File: src/rtl/wake_agg_pkg.sv
package wake_agg_pkg;
   localparam int unsigned ADDR_GPIO_EN  = 0;
   localparam int unsigned ADDR_DEV_EN   = 1;
   localparam int unsigned ADDR_INT_STS  = 2;
   localparam int unsigned ADDR_GPIO_STS = 3;
   localparam int unsigned ADDR_CTRL     = 4;

   localparam int unsigned CTRL_GEN_BIT  = 0;

   localparam int unsigned INT_PAR_BIT   = 1;
   localparam int unsigned INT_SER2_BIT  = 2;
   localparam int unsigned INT_SER1_BIT  = 3;
   localparam int unsigned INT_FDC_BIT   = 4;
   localparam int unsigned INT_WDG_BIT   = 7;

   localparam int unsigned SRC_SER2      = 1;
   localparam int unsigned SRC_SER1      = 2;
   localparam int unsigned SRC_FDC       = 3;
   localparam int unsigned SRC_WDG       = 6;

   localparam logic [7:0]  INT_STS_RESET = 8'h02;
endpackage

File: src/rtl/wake_sync_bank.sv
module wake_sync_bank #(
   parameter int unsigned WIDTH  = 8,
   parameter int unsigned STAGES = 2
) (
   input  logic             clk,
   input  logic             rst_n,
   input  logic [WIDTH-1:0] d_async,
   output logic [WIDTH-1:0] q_sync
);
   if (STAGES < 2) begin : g_bad_stages
      $error("wake_sync_bank: STAGES must be at least 2");
   end
   if (WIDTH < 1) begin : g_bad_width
      $error("wake_sync_bank: WIDTH must be at least 1");
   end

   logic [WIDTH-1:0] stg_q [STAGES];

   always_ff @(posedge clk or negedge rst_n) begin
      if (!rst_n) begin
         for (int i = 0; i < STAGES; i++) stg_q[i] <= '0;
      end else begin
         stg_q[0] <= d_async;
         for (int i = 1; i < STAGES; i++) stg_q[i] <= stg_q[i-1];
      end
   end

   assign q_sync = stg_q[STAGES-1];
endmodule

File: src/rtl/wake_edge_latch.sv
module wake_edge_latch #(
   parameter int unsigned N = 8
) (
   input  logic         clk,
   input  logic         rst_n,
   input  logic [N-1:0] lvl,
   input  logic [N-1:0] clr,
   output logic [N-1:0] sts
);
   logic [N-1:0] prev_q;
   logic [N-1:0] sts_q;
   logic [N-1:0] rise;

   assign rise = lvl & ~prev_q;

   always_ff @(posedge clk or negedge rst_n) begin
      if (!rst_n) begin
         prev_q <= '0;
         sts_q  <= '0;
      end else begin
         prev_q <= lvl;
         sts_q  <= (sts_q & ~clr) | rise;
      end
   end

   assign sts = sts_q;


   set_on_edge_chk: assert property (@(posedge clk) disable iff (!rst_n)
      (rise != '0) |=> ((sts & $past(rise)) == $past(rise)));


   clear_only_written_chk: assert property (@(posedge clk) disable iff (!rst_n)
      (clr == '0) |=> ((sts & $past(sts)) == $past(sts)));
endmodule

File: src/rtl/wake_irq_view.sv
module wake_irq_view
   import wake_agg_pkg::*;
#(
   parameter int unsigned N_DEV  = 8,
   parameter int unsigned DATA_W = 8
) (
   input  logic              clk,
   input  logic              rst_n,
   input  logic [N_DEV-2:0]  dev_s,
   input  logic              par_act_s,
   input  logic              par_ack_s,
   output logic [N_DEV-1:0]  dev_vec,
   output logic [DATA_W-1:0] int_sts
);
   if (N_DEV != 8) begin : g_bad_ndev
      $error("wake_irq_view: device layout needs N_DEV == 8");
   end
   if (DATA_W != 8) begin : g_bad_dw
      $error("wake_irq_view: status layout needs DATA_W == 8");
   end

   logic              par_int;
   logic [DATA_W-1:0] int_nxt;
   logic [DATA_W-1:0] int_q;

   assign par_int = par_act_s ? par_ack_s : 1'b1;
   assign dev_vec = {dev_s, par_int};

   always_comb begin
      int_nxt               = '0;
      int_nxt[INT_PAR_BIT]  = par_int;
      int_nxt[INT_SER2_BIT] = dev_vec[SRC_SER2];
      int_nxt[INT_SER1_BIT] = dev_vec[SRC_SER1];
      int_nxt[INT_FDC_BIT]  = dev_vec[SRC_FDC];
      int_nxt[INT_WDG_BIT]  = dev_vec[SRC_WDG];
   end

   always_ff @(posedge clk or negedge rst_n) begin
      if (!rst_n) int_q <= DATA_W'(INT_STS_RESET);
      else        int_q <= int_nxt;
   end

   assign int_sts = int_q;


   par_idle_high_chk: assert property (@(posedge clk) disable iff (!rst_n)
      !par_act_s |=> int_sts[INT_PAR_BIT]);


   reserved_zero_chk: assert property (@(posedge clk) disable iff (!rst_n)
      (int_sts[0] == 1'b0) && (int_sts[6:5] == 2'b00));
endmodule

File: src/rtl/wake_agg_ctrl.sv
module wake_agg_ctrl
   import wake_agg_pkg::*;
#(
   parameter int unsigned N_GPIO      = 8,
   parameter int unsigned N_DEV       = 8,
   parameter int unsigned DATA_W      = 8,
   parameter int unsigned ADDR_W      = 3,
   parameter int unsigned SYNC_STAGES = 2
) (
   input  logic              clk,
   input  logic              sb_rst_n,
   input  logic              main_rst_n,
   input  logic [ADDR_W-1:0] bus_addr,
   input  logic              bus_wr,
   input  logic [DATA_W-1:0] bus_wdata,
   output logic [DATA_W-1:0] bus_rdata,
   input  logic [N_GPIO-1:0] gpio_wake_in,
   input  logic [N_DEV-2:0]  dev_irq_in,
   input  logic              par_active,
   input  logic              par_ack_in,
   output logic              wake_req_n,
   output logic [N_DEV-1:0]  wake_bus
);
   localparam int unsigned DEV_SYNC_W = N_DEV - 1 + 2;

   if (N_GPIO > DATA_W) begin : g_bad_gpio
      $error("wake_agg_ctrl: N_GPIO must fit in DATA_W");
   end
   if (N_DEV > DATA_W) begin : g_bad_dev
      $error("wake_agg_ctrl: N_DEV must fit in DATA_W");
   end
   if ((1 << ADDR_W) <= ADDR_CTRL) begin : g_bad_addr
      $error("wake_agg_ctrl: ADDR_W too small for the register map");
   end

   logic any_rst_n;
   assign any_rst_n = sb_rst_n & main_rst_n;

   // bus decode: writes ignored while main reset is active
   logic wr_ok;
   assign wr_ok = bus_wr & main_rst_n;

   logic sel_gpio_en, sel_dev_en, sel_gpio_sts, sel_ctrl;
   assign sel_gpio_en  = (bus_addr == ADDR_W'(ADDR_GPIO_EN));
   assign sel_dev_en   = (bus_addr == ADDR_W'(ADDR_DEV_EN));
   assign sel_gpio_sts = (bus_addr == ADDR_W'(ADDR_GPIO_STS));
   assign sel_ctrl     = (bus_addr == ADDR_W'(ADDR_CTRL));

   // standby-domain enable registers
   logic [N_GPIO-1:0] gpio_en_q;
   logic [N_DEV-1:0]  dev_en_q;

   always_ff @(posedge clk or negedge sb_rst_n) begin
      if (!sb_rst_n) begin
         gpio_en_q <= '0;
         dev_en_q  <= '0;
      end else begin
         if (wr_ok && sel_gpio_en) gpio_en_q <= bus_wdata[N_GPIO-1:0];
         if (wr_ok && sel_dev_en)  dev_en_q  <= bus_wdata[N_DEV-1:0];
      end
   end

   // general-purpose wake path, standby domain
   logic [N_GPIO-1:0] gpio_s;
   logic [N_GPIO-1:0] gpio_clr;
   logic [N_GPIO-1:0] gpio_sts;

   wake_sync_bank #(.WIDTH(N_GPIO), .STAGES(SYNC_STAGES)) u_gpio_sync (
      .clk     (clk),
      .rst_n   (sb_rst_n),
      .d_async (gpio_wake_in),
      .q_sync  (gpio_s)
   );

   assign gpio_clr = (wr_ok && sel_gpio_sts) ? bus_wdata[N_GPIO-1:0] : '0;

   wake_edge_latch #(.N(N_GPIO)) u_gpio_latch (
      .clk   (clk),
      .rst_n (sb_rst_n),
      .lvl   (gpio_s),
      .clr   (gpio_clr),
      .sts   (gpio_sts)
   );

   // device path, cleared by either reset
   logic [DEV_SYNC_W-1:0] dev_raw, dev_sync;
   logic [N_DEV-1:0]      dev_vec;
   logic [DATA_W-1:0]     int_sts;

   assign dev_raw = {par_ack_in, par_active, dev_irq_in};

   wake_sync_bank #(.WIDTH(DEV_SYNC_W), .STAGES(SYNC_STAGES)) u_dev_sync (
      .clk     (clk),
      .rst_n   (any_rst_n),
      .d_async (dev_raw),
      .q_sync  (dev_sync)
   );

   wake_irq_view #(.N_DEV(N_DEV), .DATA_W(DATA_W)) u_irq_view (
      .clk       (clk),
      .rst_n     (any_rst_n),
      .dev_s     (dev_sync[N_DEV-2:0]),
      .par_act_s (dev_sync[N_DEV-1]),
      .par_ack_s (dev_sync[N_DEV]),
      .dev_vec   (dev_vec),
      .int_sts   (int_sts)
   );

   // main-domain control and outputs
   logic             gen_q;
   logic             wake_req_n_q;
   logic [N_DEV-1:0] wake_bus_q;

   always_ff @(posedge clk or negedge any_rst_n) begin
      if (!any_rst_n) begin
         gen_q        <= 1'b0;
         wake_req_n_q <= 1'b1;
         wake_bus_q   <= '0;
      end else begin
         if (wr_ok && sel_ctrl) gen_q <= bus_wdata[CTRL_GEN_BIT];
         wake_req_n_q <= ~(gen_q & (|(gpio_en_q & gpio_sts)));
         wake_bus_q   <= dev_en_q & dev_vec;
      end
   end

   assign wake_req_n = wake_req_n_q;
   assign wake_bus   = wake_bus_q;

   always_comb begin
      bus_rdata = '0;
      unique case (bus_addr)
         ADDR_W'(ADDR_GPIO_EN):  bus_rdata = DATA_W'(gpio_en_q);
         ADDR_W'(ADDR_DEV_EN):   bus_rdata = DATA_W'(dev_en_q);
         ADDR_W'(ADDR_INT_STS):  bus_rdata = int_sts;
         ADDR_W'(ADDR_GPIO_STS): bus_rdata = DATA_W'(gpio_sts);
         ADDR_W'(ADDR_CTRL):     bus_rdata = DATA_W'(gen_q);
         default:                bus_rdata = '0;
      endcase
   end


   req_needs_gen_chk: assert property (@(posedge clk) disable iff (!any_rst_n)
      !wake_req_n |-> $past(gen_q));


   bus_needs_enable_chk: assert property (@(posedge clk) disable iff (!any_rst_n)
      (wake_bus & ~$past(dev_en_q)) == '0);


   enable_hold_chk: assert property (@(posedge clk) disable iff (!sb_rst_n)
      !main_rst_n |=> ($stable(gpio_en_q) && $stable(dev_en_q)));
endmodule

File: config.mk
export PLATFORM = sky130hd
export DESIGN_NAME = wake_agg_ctrl
export DESIGN_NICKNAME = d
export VERILOG_FILES = /design/src/rtl/wake_agg_pkg.sv /design/src/rtl/wake_sync_bank.sv /design/src/rtl/wake_edge_latch.sv /design/src/rtl/wake_irq_view.sv /design/src/rtl/wake_agg_ctrl.sv
export SDC_FILE = /design/constraint.sdc
export NUM_CORES = 1
export LEC_CHECK = 0
export ABC_AREA = 1
export CORE_ASPECT_RATIO = 0.75
export CORE_MARGIN = 1
export CORE_UTILIZATION = 55
export CTS_BUF_LIST = sky130_fd_sc_hd__clkbuf_4
export DETAILED_ROUTE_END_ITERATION = 16
export GPL_TIMING_DRIVEN = 0
export PLACE_DENSITY = 0.84
export SYNTH_ARGS = -nofsm -noshare
export SYNTH_HDL_FRONTEND = slang
export SYNTH_SLANG_ARGS = --single-unit
File: constraint.sdc
create_clock -name clk -period 2.3 [get_ports clk]
set_clock_uncertainty 0.1 [all_clocks]
set_input_delay 0.345 -clock clk [delete_from_list [all_inputs] [get_ports clk]]
set_output_delay 0.345 -clock clk [all_outputs]
set_load 0.02 [all_outputs]
After elaboration in Yosys (flattened, before gate mapping)
Cells that the tools add are included.
Cells by class
  add/subtract/negate cells: 0
  multiply operators: 0
  divide/modulo/power cells: 0
  magnitude comparators: 0
  eq/ne operators: 4
  shift-type cells: 0
  mux-type cells: 3
  bitwise logic cells: 11
  reduce and logical (&&, ||, !) cells: 6
Operators by type and width (number)
  8-bit one-hot mux with 5 select lines: 1
  8-bit bitwise AND: 4
  8-bit NOT: 2
  8-bit two-way mux: 1
  8-bit OR: 1
  8-bit OR reduction: 1
  3-bit by 2-bit == test with 1-bit output, second input constant: 2
  1-bit logical AND: 4
  1-bit bitwise AND: 3
  3-bit by 1-bit == test with 1-bit output, second input constant: 1
  3-bit == test, second input constant: 1
  3-bit logical NOT: 1
  1-bit two-way mux: 1
  1-bit NOT: 1
Storage, ports and cells
  register bits after elaboration: 81
  latch bits: 0
  RAM bits: 0
  bits in read-only memories: 0
  input bits: 32
  output and inout bits: 17
  word-level logic and storage cells: 36
  memories: 0

Longest topological paths before layout
Gate-level depths: netlist of the first run.
  depth in word-level cells: 6
  depth in mapped cells: 7
  gate-level depth less buffers: 6

By module
From an unflattened synthesis of the first run, not the netlist that was laid out.
Second synthesis, totals
  cell total of the unflattened synthesis: 318
  area total of the unflattened synthesis: 3173.0 sq um
Modules (own cells, without submodules)
  wake_agg_ctrl: instances 1, cells an instance 192, area an instance 1423.9 sq um, sequential area each 651.9 sq um
  wake_edge_latch: instances 1, cells an instance 56, area an instance 550.5 sq um, sequential area each 400.4 sq um
  wake_sync_bank (u_dev_sync): instances 1, cells an instance 27, area an instance 518.0 sq um, sequential area each 450.4 sq um
  wake_sync_bank (u_gpio_sync): instances 1, cells an instance 24, area an instance 460.4 sq um, sequential area each 400.4 sq um
  wake_irq_view: instances 1, cells an instance 19, area an instance 220.2 sq um, sequential area each 126.4 sq um

Least setup slack after synthesis of the first run
No wires, ideal clock.
  path kind: input-to-output
  start: input bus_addr[1]
  end: output bus_rdata[5]
  arrival: 0.992 ns
  required time: 1.855 ns
  setup slack: 0.863 ns
  stages on the path: 6
  path buffers: 1
  cells stage by stage: buf_6 > inv_1 > nand3_4 > inv_2 > nand2_1 > nand3_1
Between the ends
  word-level cells in the longest chain between the ends: 2
  elaborated cells on any way between the ends: 6
  those cells by class: 4 x eq/ne; 1 x mux; 1 x reduce/logical
Ends and longest elaborated chain
  start: declaration: line wake_agg_ctrl.sv:13  | input logic [ADDR_W-1:0] bus_addr,
  3-bit == test, or another cell as far along: line wake_agg_ctrl.sv:131  | unique case (bus_addr)
  8-bit one-hot mux with 5 select lines *: line wake_agg_ctrl.sv:131
  end: declaration: line wake_agg_ctrl.sv:16  | output logic [DATA_W-1:0] bus_rdata,
Every way passes the cells marked *; elsewhere a longest branch is shown, timed or not.

Worst setup path after layout of the first run
  start: input bus_addr[2]
  end: output bus_rdata[3]
The elaborated chain is that of the path after synthesis.

==> out/summary.txt, run 1 <==
Post-layout instance count excluding filler cells -> 433
Critical-path cell list -> dlygate4sd2_1 -> inv_4 -> nand3_1 -> nor2_1 -> nor2_1 -> nand2_1 -> dlygate4sd2_1
Power per cell area -> 766 nW/um^2
Final count of pins violating max slew -> 0
Core ar. -> 5060 sq um
Synth-to-layout area growth -> 24.8%
Layout cells sized above 1 -> 10.5%
Clock transition time at the flip-flop clock pins of the worst setup and hold paths -> 0.12 ns
Wire length of the first global-routing pass -> 9490 um
Total Neg Setup Slack -> 0 ns
Clock sink total -> 81
H-tree depth -> 3
Max FO, Critical Path -> 7
Post-CTS setup buffers -> 0
Full die area -> 5740 sq um
Mapped Avg Cell Area -> 10.1 sq um
CP Data Required Time -> 1.86 ns
Number of nets in the layout -> 388
Chip Height -> 65.9 um
Area of the mapped netlist -> 2990 sq um
# IOs -> 49
Global-route met2 utilization -> 37.4%
Number of vias after detailed routing -> 2096
Estimated wirelength of the detail-placed design -> 3970 um
Grt total ovfl -> 0
Met3 Track Usage GR -> 9.74%
Starting density of the core -> 59.1%
Total track usage -> 23.5%
Routed len/inst -> 12.5 um
Clock latency at the later pin of the worst-skew pair -> 0.42 ns
Buffers & Inverters on Critical Path -> 3
First DRT Iteration DRCs -> 118
Setup repair after global routing missed its margin -> false
Antenna violations before repair -> 0
Final weighted congestion in routability-driven placement -> 0.835
Most Crowded Layer GR -> met2
Total Routed Length -> 5410 um
Number of buffers on the longest clock path -> 2
Maximum clock frequency -> 0.490 GHz
Min Tclk post-route -> 2.04 ns
Number of global-route vias before repair -> 2083
Syn Nets -> 328
Count of TritonRoute iterations in the first routing pass -> 4
Number of synthesized register bits -> 81
Port Buf Inserts -> 46
Transition at the pin with the smallest max-transition slack -> 0.350 ns
CTS tree -> built
Family of cells with the greatest summed delay on the critical path -> buffers and inverters
Kind of start point of the critical path -> primary input
Final-layout worst hold slack -> 0.199 ns
Die Wd -> 87.2 um
Root buffer cell -> clkbuf_4
Peak supply drop -> 0.518 mV
Largest net degree at the start of global routing -> 38
Type of the tightest min-delay check -> in2reg
Yosys warnings -> 0
Arrival time at the worst endpoint -> 1.60 ns
Period utilisation layout -> 88.7%
Number of hold violations in the final report -> 0
Status -> complete, no violations
Final setup violating endpoints -> 0
Row count -> 22
Antenna cells -> 0
Peak per-stage delay on the critical path -> 0.33 ns
Via/cell ratio -> 4.84
Number of cells produced by synthesis -> 296
Critical path class -> in2out
CTS buffer count -> 9
Part of the Yosys area used for sequential elements -> 67.8%
Detail Route Antenna Nets -> 0
Slowest stage cell, crit path -> dlygate4sd2_1
Setup crit end kind -> primary output
Max-cap violations -> 0
Leakage power figure -> 2.02 nW
Met1 track utilization from global routing -> 28.5%
Relative slew slack -> 76.7%
Number of placed cells counting well taps -> 415
Count of cell types in the netlist -> 19
Count of unresolved DRC violations after routing -> 0
[where the power goes]
part	internal, mW	switching (mW)	leakage (nW)
sequential	1.56	0.0743	0.966
combinational	0.177	0.222	0.984
clock	0.342	0.491	0.0744
[metrics by stage]
step           power, mW  setup WS, ns  area [sq um]  utilization (%)
2_1_floorplan       1.86         0.863          2990                -
3_3_place_gp        2.04         -1.35          3540             69.9
3_5_place_dp        2.06        -0.262          3560             70.2
4_1_cts             2.89        0.0229          3710             73.2
5_1_grt             3.02         0.143          3730             73.7
6_report            2.86         0.260          3730             73.7
[timing repair]
action,4_1_cts,5_1_grt
endpoints found under the setup margin,8,3
endpoints found under the hold margin,11,0
hold buffers,1,0
resized for setup,6,3
[cells by family (layout without fill, tap and decap cells)]
| family | Yosys count | after routing | synth area share [%] |
|---|---|---|---|
| AOI/OAI and AO/OA | 2 | 2 | 0.418 |
| buffers and inverters | 45 | 110 | 6.69 |
| DFF | 81 | 81 | 67.8 |
| and+or+nand+nor | 168 | 168 | 25.1 |
[worst min-delay path, stage by stage]
cell and delay [ns]:
buf_6 0.12, nor2_8 0.06, nand3_1 0.10, o21ai_1 0.06
[final cells by class]
| type | count | area (sq um) |
|---|---|---|
| Fill cell | 381 | 1330 |
| Multi-Input combinational cell | 170 | 762 |
| Clock inverter | 7 | 78.8 |
| Timing Repair Buffer | 49 | 505 |
| Sequential cell | 81 | 2030 |
| Buffer | 4 | 43.8 |
| Inverter | 41 | 156 |
| Tap cell | 72 | 90.1 |
| Clock buffer | 9 | 67.6 |
[cells in the mapped netlist]
| library cell | n | area [sq um] |
|---|---|---|
| nand4_1 | 7 | 43.8 |
| clkbuf_8 | 1 | 13.8 |
| nand3_1 | 19 | 95.1 |
| a21boi_0 | 1 | 7.51 |
| dfrtp_1 | 79 | 1980 |
| nor2_4 | 3 | 33.8 |
| inv_4 | 1 | 6.26 |
| inv_2 | 3 | 11.3 |
| buf_6 | 2 | 22.5 |
| nor2_1 | 17 | 63.8 |
| inv_1 | 37 | 139 |
| dfstp_2 | 2 | 52.6 |
| nor2_8 | 1 | 20.0 |
| buf_4 | 1 | 7.51 |
| o21ai_1 | 1 | 5.00 |
| nand2_1 | 116 | 435 |
| nand2_2 | 1 | 6.26 |
| nand3_4 | 1 | 17.5 |
| nand2_4 | 3 | 33.8 |
[final timing paths]
check                                                    from                         endpoint  slack, ns  cells past startpoint
worst max-delay path                              bus_addr[2]                     bus_rdata[3]       0.26                      7
worst min register to register  u_dev_sync.stg_q[9]$_DFF_PN0_   u_dev_sync.q_sync[0]$_DFF_PN0_       0.26                      0
max in group asynchronous                            sb_rst_n  u_irq_view.int_sts[1]$_DFF_PN1_       1.02                      5
worst max register to register       gpio_en_q[6]$_DFFE_PN0P_             wake_req_n$_DFF_PN1_       1.28                      5
worst min-delay path                              bus_addr[0]                gen_q$_DFFE_PN0P_       0.20                      4
min in group asynchronous                          main_rst_n   u_dev_sync.stg_q[13]$_DFF_PN0_       0.21                      3
[per-layer routing]
metal	part of all wire [%]	wire, um
met1	45	2440
met2	48	2580
met3	5.7	310
met4	1.4	74
met5	0	0
[layout by cell type, fill, tap and decap left out, types with 6 or more instances in the layout]
| cell | n |
|---|---|
| nand3_1 | 19 |
| dfrtp_1 | 79 |
| clkbuf_4 | 9 |
| nand2_1 | 116 |
| dlygate4sd2_1 | 6 |
| nor2_1 | 17 |
| inv_1 | 36 |
| clkdlybuf4s50_1 | 36 |
| nand4_1 | 7 |
(Power assumes the default switching activity.)
==> inputs of run 2 (changes only) <==
Settings changed: CTS_CLUSTER_DIAMETER set to 50.
==> results of run 2 <==
No change in the layout: final DEF, timing and power equal those of run 1.
==> inputs of run 3 (changes only) <==
Settings changed: CORE_UTILIZATION 55 to 49, PLACE_DENSITY 0.84 to 0.79, SLEW_MARGIN set to 0.
Clock period 2.3 ns to 1.7 ns, I/O delays scaled along.
==> out/summary.txt, run 3 (synthesis gave the netlist of run 1 again) <==
Chip Height -> 69.7 um (+5.8%)
CP Data Required Time -> 1.34 ns (-0.52 ns)
Max-cap violations -> 0 (unchanged)
Reg power frac -> 55.7% (-1.2 points)
Root buffer cell -> clkbuf_4
Final count of pins violating max slew -> 0 (unchanged)
Leakage power figure -> 2.06 nW (+1.6%)
Estimated wirelength of the detail-placed design -> 3780 um (-4.8%)
Worst reg-to-reg setup slack -> 0.61 ns (-0.67 ns)
Final weighted congestion in routability-driven placement -> 0.871 (+4.3%)
Number of hold violations in the final report -> 0 (unchanged)
Layout cells sized above 1 -> 15.9% (+5.3 points)
Setup crit end kind -> primary output
Number of nets in the layout -> 399 (+2.8%)
Share of total power in combinational logic -> 14.2% (+0.2 points)
Number of buffers on the longest clock path -> 2 (unchanged)
Count of TritonRoute iterations in the first routing pass -> 4 (unchanged)
Relative slew slack -> 36.5% (-40 points)
Clock transition time at the flip-flop clock pins of the worst setup and hold paths -> 0.11 ns (about the same)
Min-Delay Path Depth -> 4 (unchanged)
Die Wd -> 92.2 um (+5.8%)
Number of vias after detailed routing -> 2078 (-0.86%)
H-tree depth -> 3 (unchanged)
Share of the core filled with cells -> 64.9% (-8.9 points)
Synth-to-layout area growth -> 26.9%
Period utilisation layout -> 98.9%
Number of placed cells counting well taps -> 421 (+1.4%)
Origin of the critical flop-to-flop path -> gpio_en_q[4]$_DFFE_PN0P_
Clk pwr share -> 30.1% (+1.0 points)
Internal Dissipation -> 2.94 mW (+42%)
Switching share of power -> 25.6% (-1.9 points)
Post-layout instance count excluding filler cells -> 450 (+3.9%)
Maximum clock frequency -> 0.595 GHz
Starting density of the core -> 51.1% (-8.0 points)
Setup repair after global routing missed its margin -> true
Net load switching power -> 1.01 mW (+28%)
Count of unresolved DRC violations after routing -> 0 (unchanged)
Total Routed Length -> 5430 um (+0.41%)
Most common cell after layout, fill and taps aside -> nand2_1
Total track usage -> 19.4% (-4.1 points)
Min Tclk post-route -> 1.68 ns
Terminus of the critical flop-to-flop path -> wake_req_n$_DFF_PN1_
Top library cells by usage in the layout, fill and taps aside -> nand2_1, dfrtp_1, inv_1, clkdlybuf4s50_1, nand3_1
Post-placement setup slack -> -0.676 ns (-0.414 ns)
Routed len/inst -> 12.1 um (-3.4%)
Port Buf Inserts -> 46 (unchanged)
Clock latency at the later pin of the worst-skew pair -> 0.41 ns (about the same)
Type of the tightest min-delay check -> in2reg
First DRT Iteration DRCs -> 122 (+3.4%)
Grt total ovfl -> 0 (unchanged)
Power per cell area -> 1040 nW/um^2 (+36%)
Min-delay src -> bus_addr[0]
Wire length of the first global-routing pass -> 9380 um (-1.2%)
Peak supply drop -> 0.660 mV (+27%)
Transition at the pin with the smallest max-transition slack -> 0.950 ns (+0.600 ns)
Critical path class -> reg2out
Max FO, Critical Path -> 1 (-6)
Full die area -> 6430 sq um (+12%)
Row count -> 24 (+9.1%)
CTS buffer count -> 9 (unchanged)
Arrival time at the worst endpoint -> 1.33 ns (-0.27 ns)
# IOs -> 49 (unchanged)
Total power draw -> 3.95 mW (+38%)
Status -> complete, no violations
CTS tree -> built
Final setup violating endpoints -> 0 (unchanged)
Number of global-route vias before repair -> 2001 (-3.9%)
Via/cell ratio -> 4.62 (-4.6%)
Antenna cells -> 0 (unchanged)
Antenna violations before repair -> 0 (unchanged)
Largest net degree at the start of global routing -> 34 (-11%)
Sink of the worst hold path -> gen_q$_DFFE_PN0P_
Kind of start point of the critical path -> register
Setup ws final -> 0.0183 ns (-0.241 ns)
R2R depth -> 6 (+1)
Core ar. -> 5860 sq um (+16%)
Clock sink total -> 81 (unchanged)
Detail Route Antenna Nets -> 0 (unchanged)
[run 3: changes by cell type in the layout (fill, tap and decap cells not counted), moves of 2 or more]
cell,previous run,this run
buf_4,1,13
buf_2,1,6
dlygate4sd2_1,6,9
buf_6,2,4
dlymetal6s2s_1,3,0
clkdlybuf4s50_1,36,27
[run 3: final cells by class]
type	instances	area, sq um
plain buffers	4	43.8
clock buffers	9	67.6
clock inverters	7	85.1
fillers	501	2060
inverters	41	163
multi-input cells	170	769
flip-flops and latches	81	2030
well taps	78	97.6
repair buffers	60	542
[run 3: repair_timing]
| action | in CTS | in global routing |
|---|---|---|
| pin swaps | 0 | 3 |
| hold buffers | 2 | 0 |
| buffers inserted | 2 | 9 |
| resized for setup | 44 | 11 |
| setup endpoints to repair | 48 | 8 |
| hold endpoints to repair | 22 | 0 |
[run 3: through the flow]
| stage | setup TNS (ns) | area [sq um] | hold slack, ns |
|---|---|---|---|
| after global placement | -117.60 | 3550 | 0.233 |
| after detailed placement | -22.09 | 3560 | 0.164 |
| final | 0 | 3800 | 0.132 |
| after global routing | -0.0827 | 3800 | 0.123 |
| after floorplan | 0 | 2990 | -0.141 |
| after CTS | 0 | 3730 | 0.0972 |
[run 3: power groups by stage]
stage / logic (mW) / registers (mW) / clock network [mW]
after floorplan: 0.258 / 2.25 / 0
after global placement: 0.525 / 2.23 / 0
after detailed placement: 0.539 / 2.24 / 0
after CTS: 0.518 / 2.20 / 1.22
after global routing: 0.628 / 2.22 / 1.31
final: 0.560 / 2.20 / 1.19
[run 3: worst max-delay path by stage]
stage | from | endpoint | slack (ns)
after floorplan | bus_addr[1] | bus_rdata[5] | 0.44
after CTS | u_irq_view.int_sts[1]$_DFF_PN1_ | bus_rdata[1] | 0.002
after detailed placement | bus_addr[2] | bus_rdata[7] | -0.68
final | u_irq_view.int_sts[1]$_DFF_PN1_ | bus_rdata[1] | 0.02
after global routing | u_irq_view.int_sts[1]$_DFF_PN1_ | bus_rdata[1] | -0.08
after global placement | sb_rst_n | gen_q$_DFFE_PN0P_ | -1.87
[run 3: routing by layer]
layer | track usage [%] | share of wire, %
met5 | 0 | 0
met3 | 6.91 | 7.1
met4 | 4.69 | 1.0
met1 | 26.3 | 45
met2 | 30.3 | 47
[run 3: worst max-delay path, cell delays in order (launching register included)]
cell,delay (ns)
dfstp_2,0.54
nand4_1,0.09
nand2_1,0.09
inv_2,0.04
nand2_2,0.05
buf_6,0.11
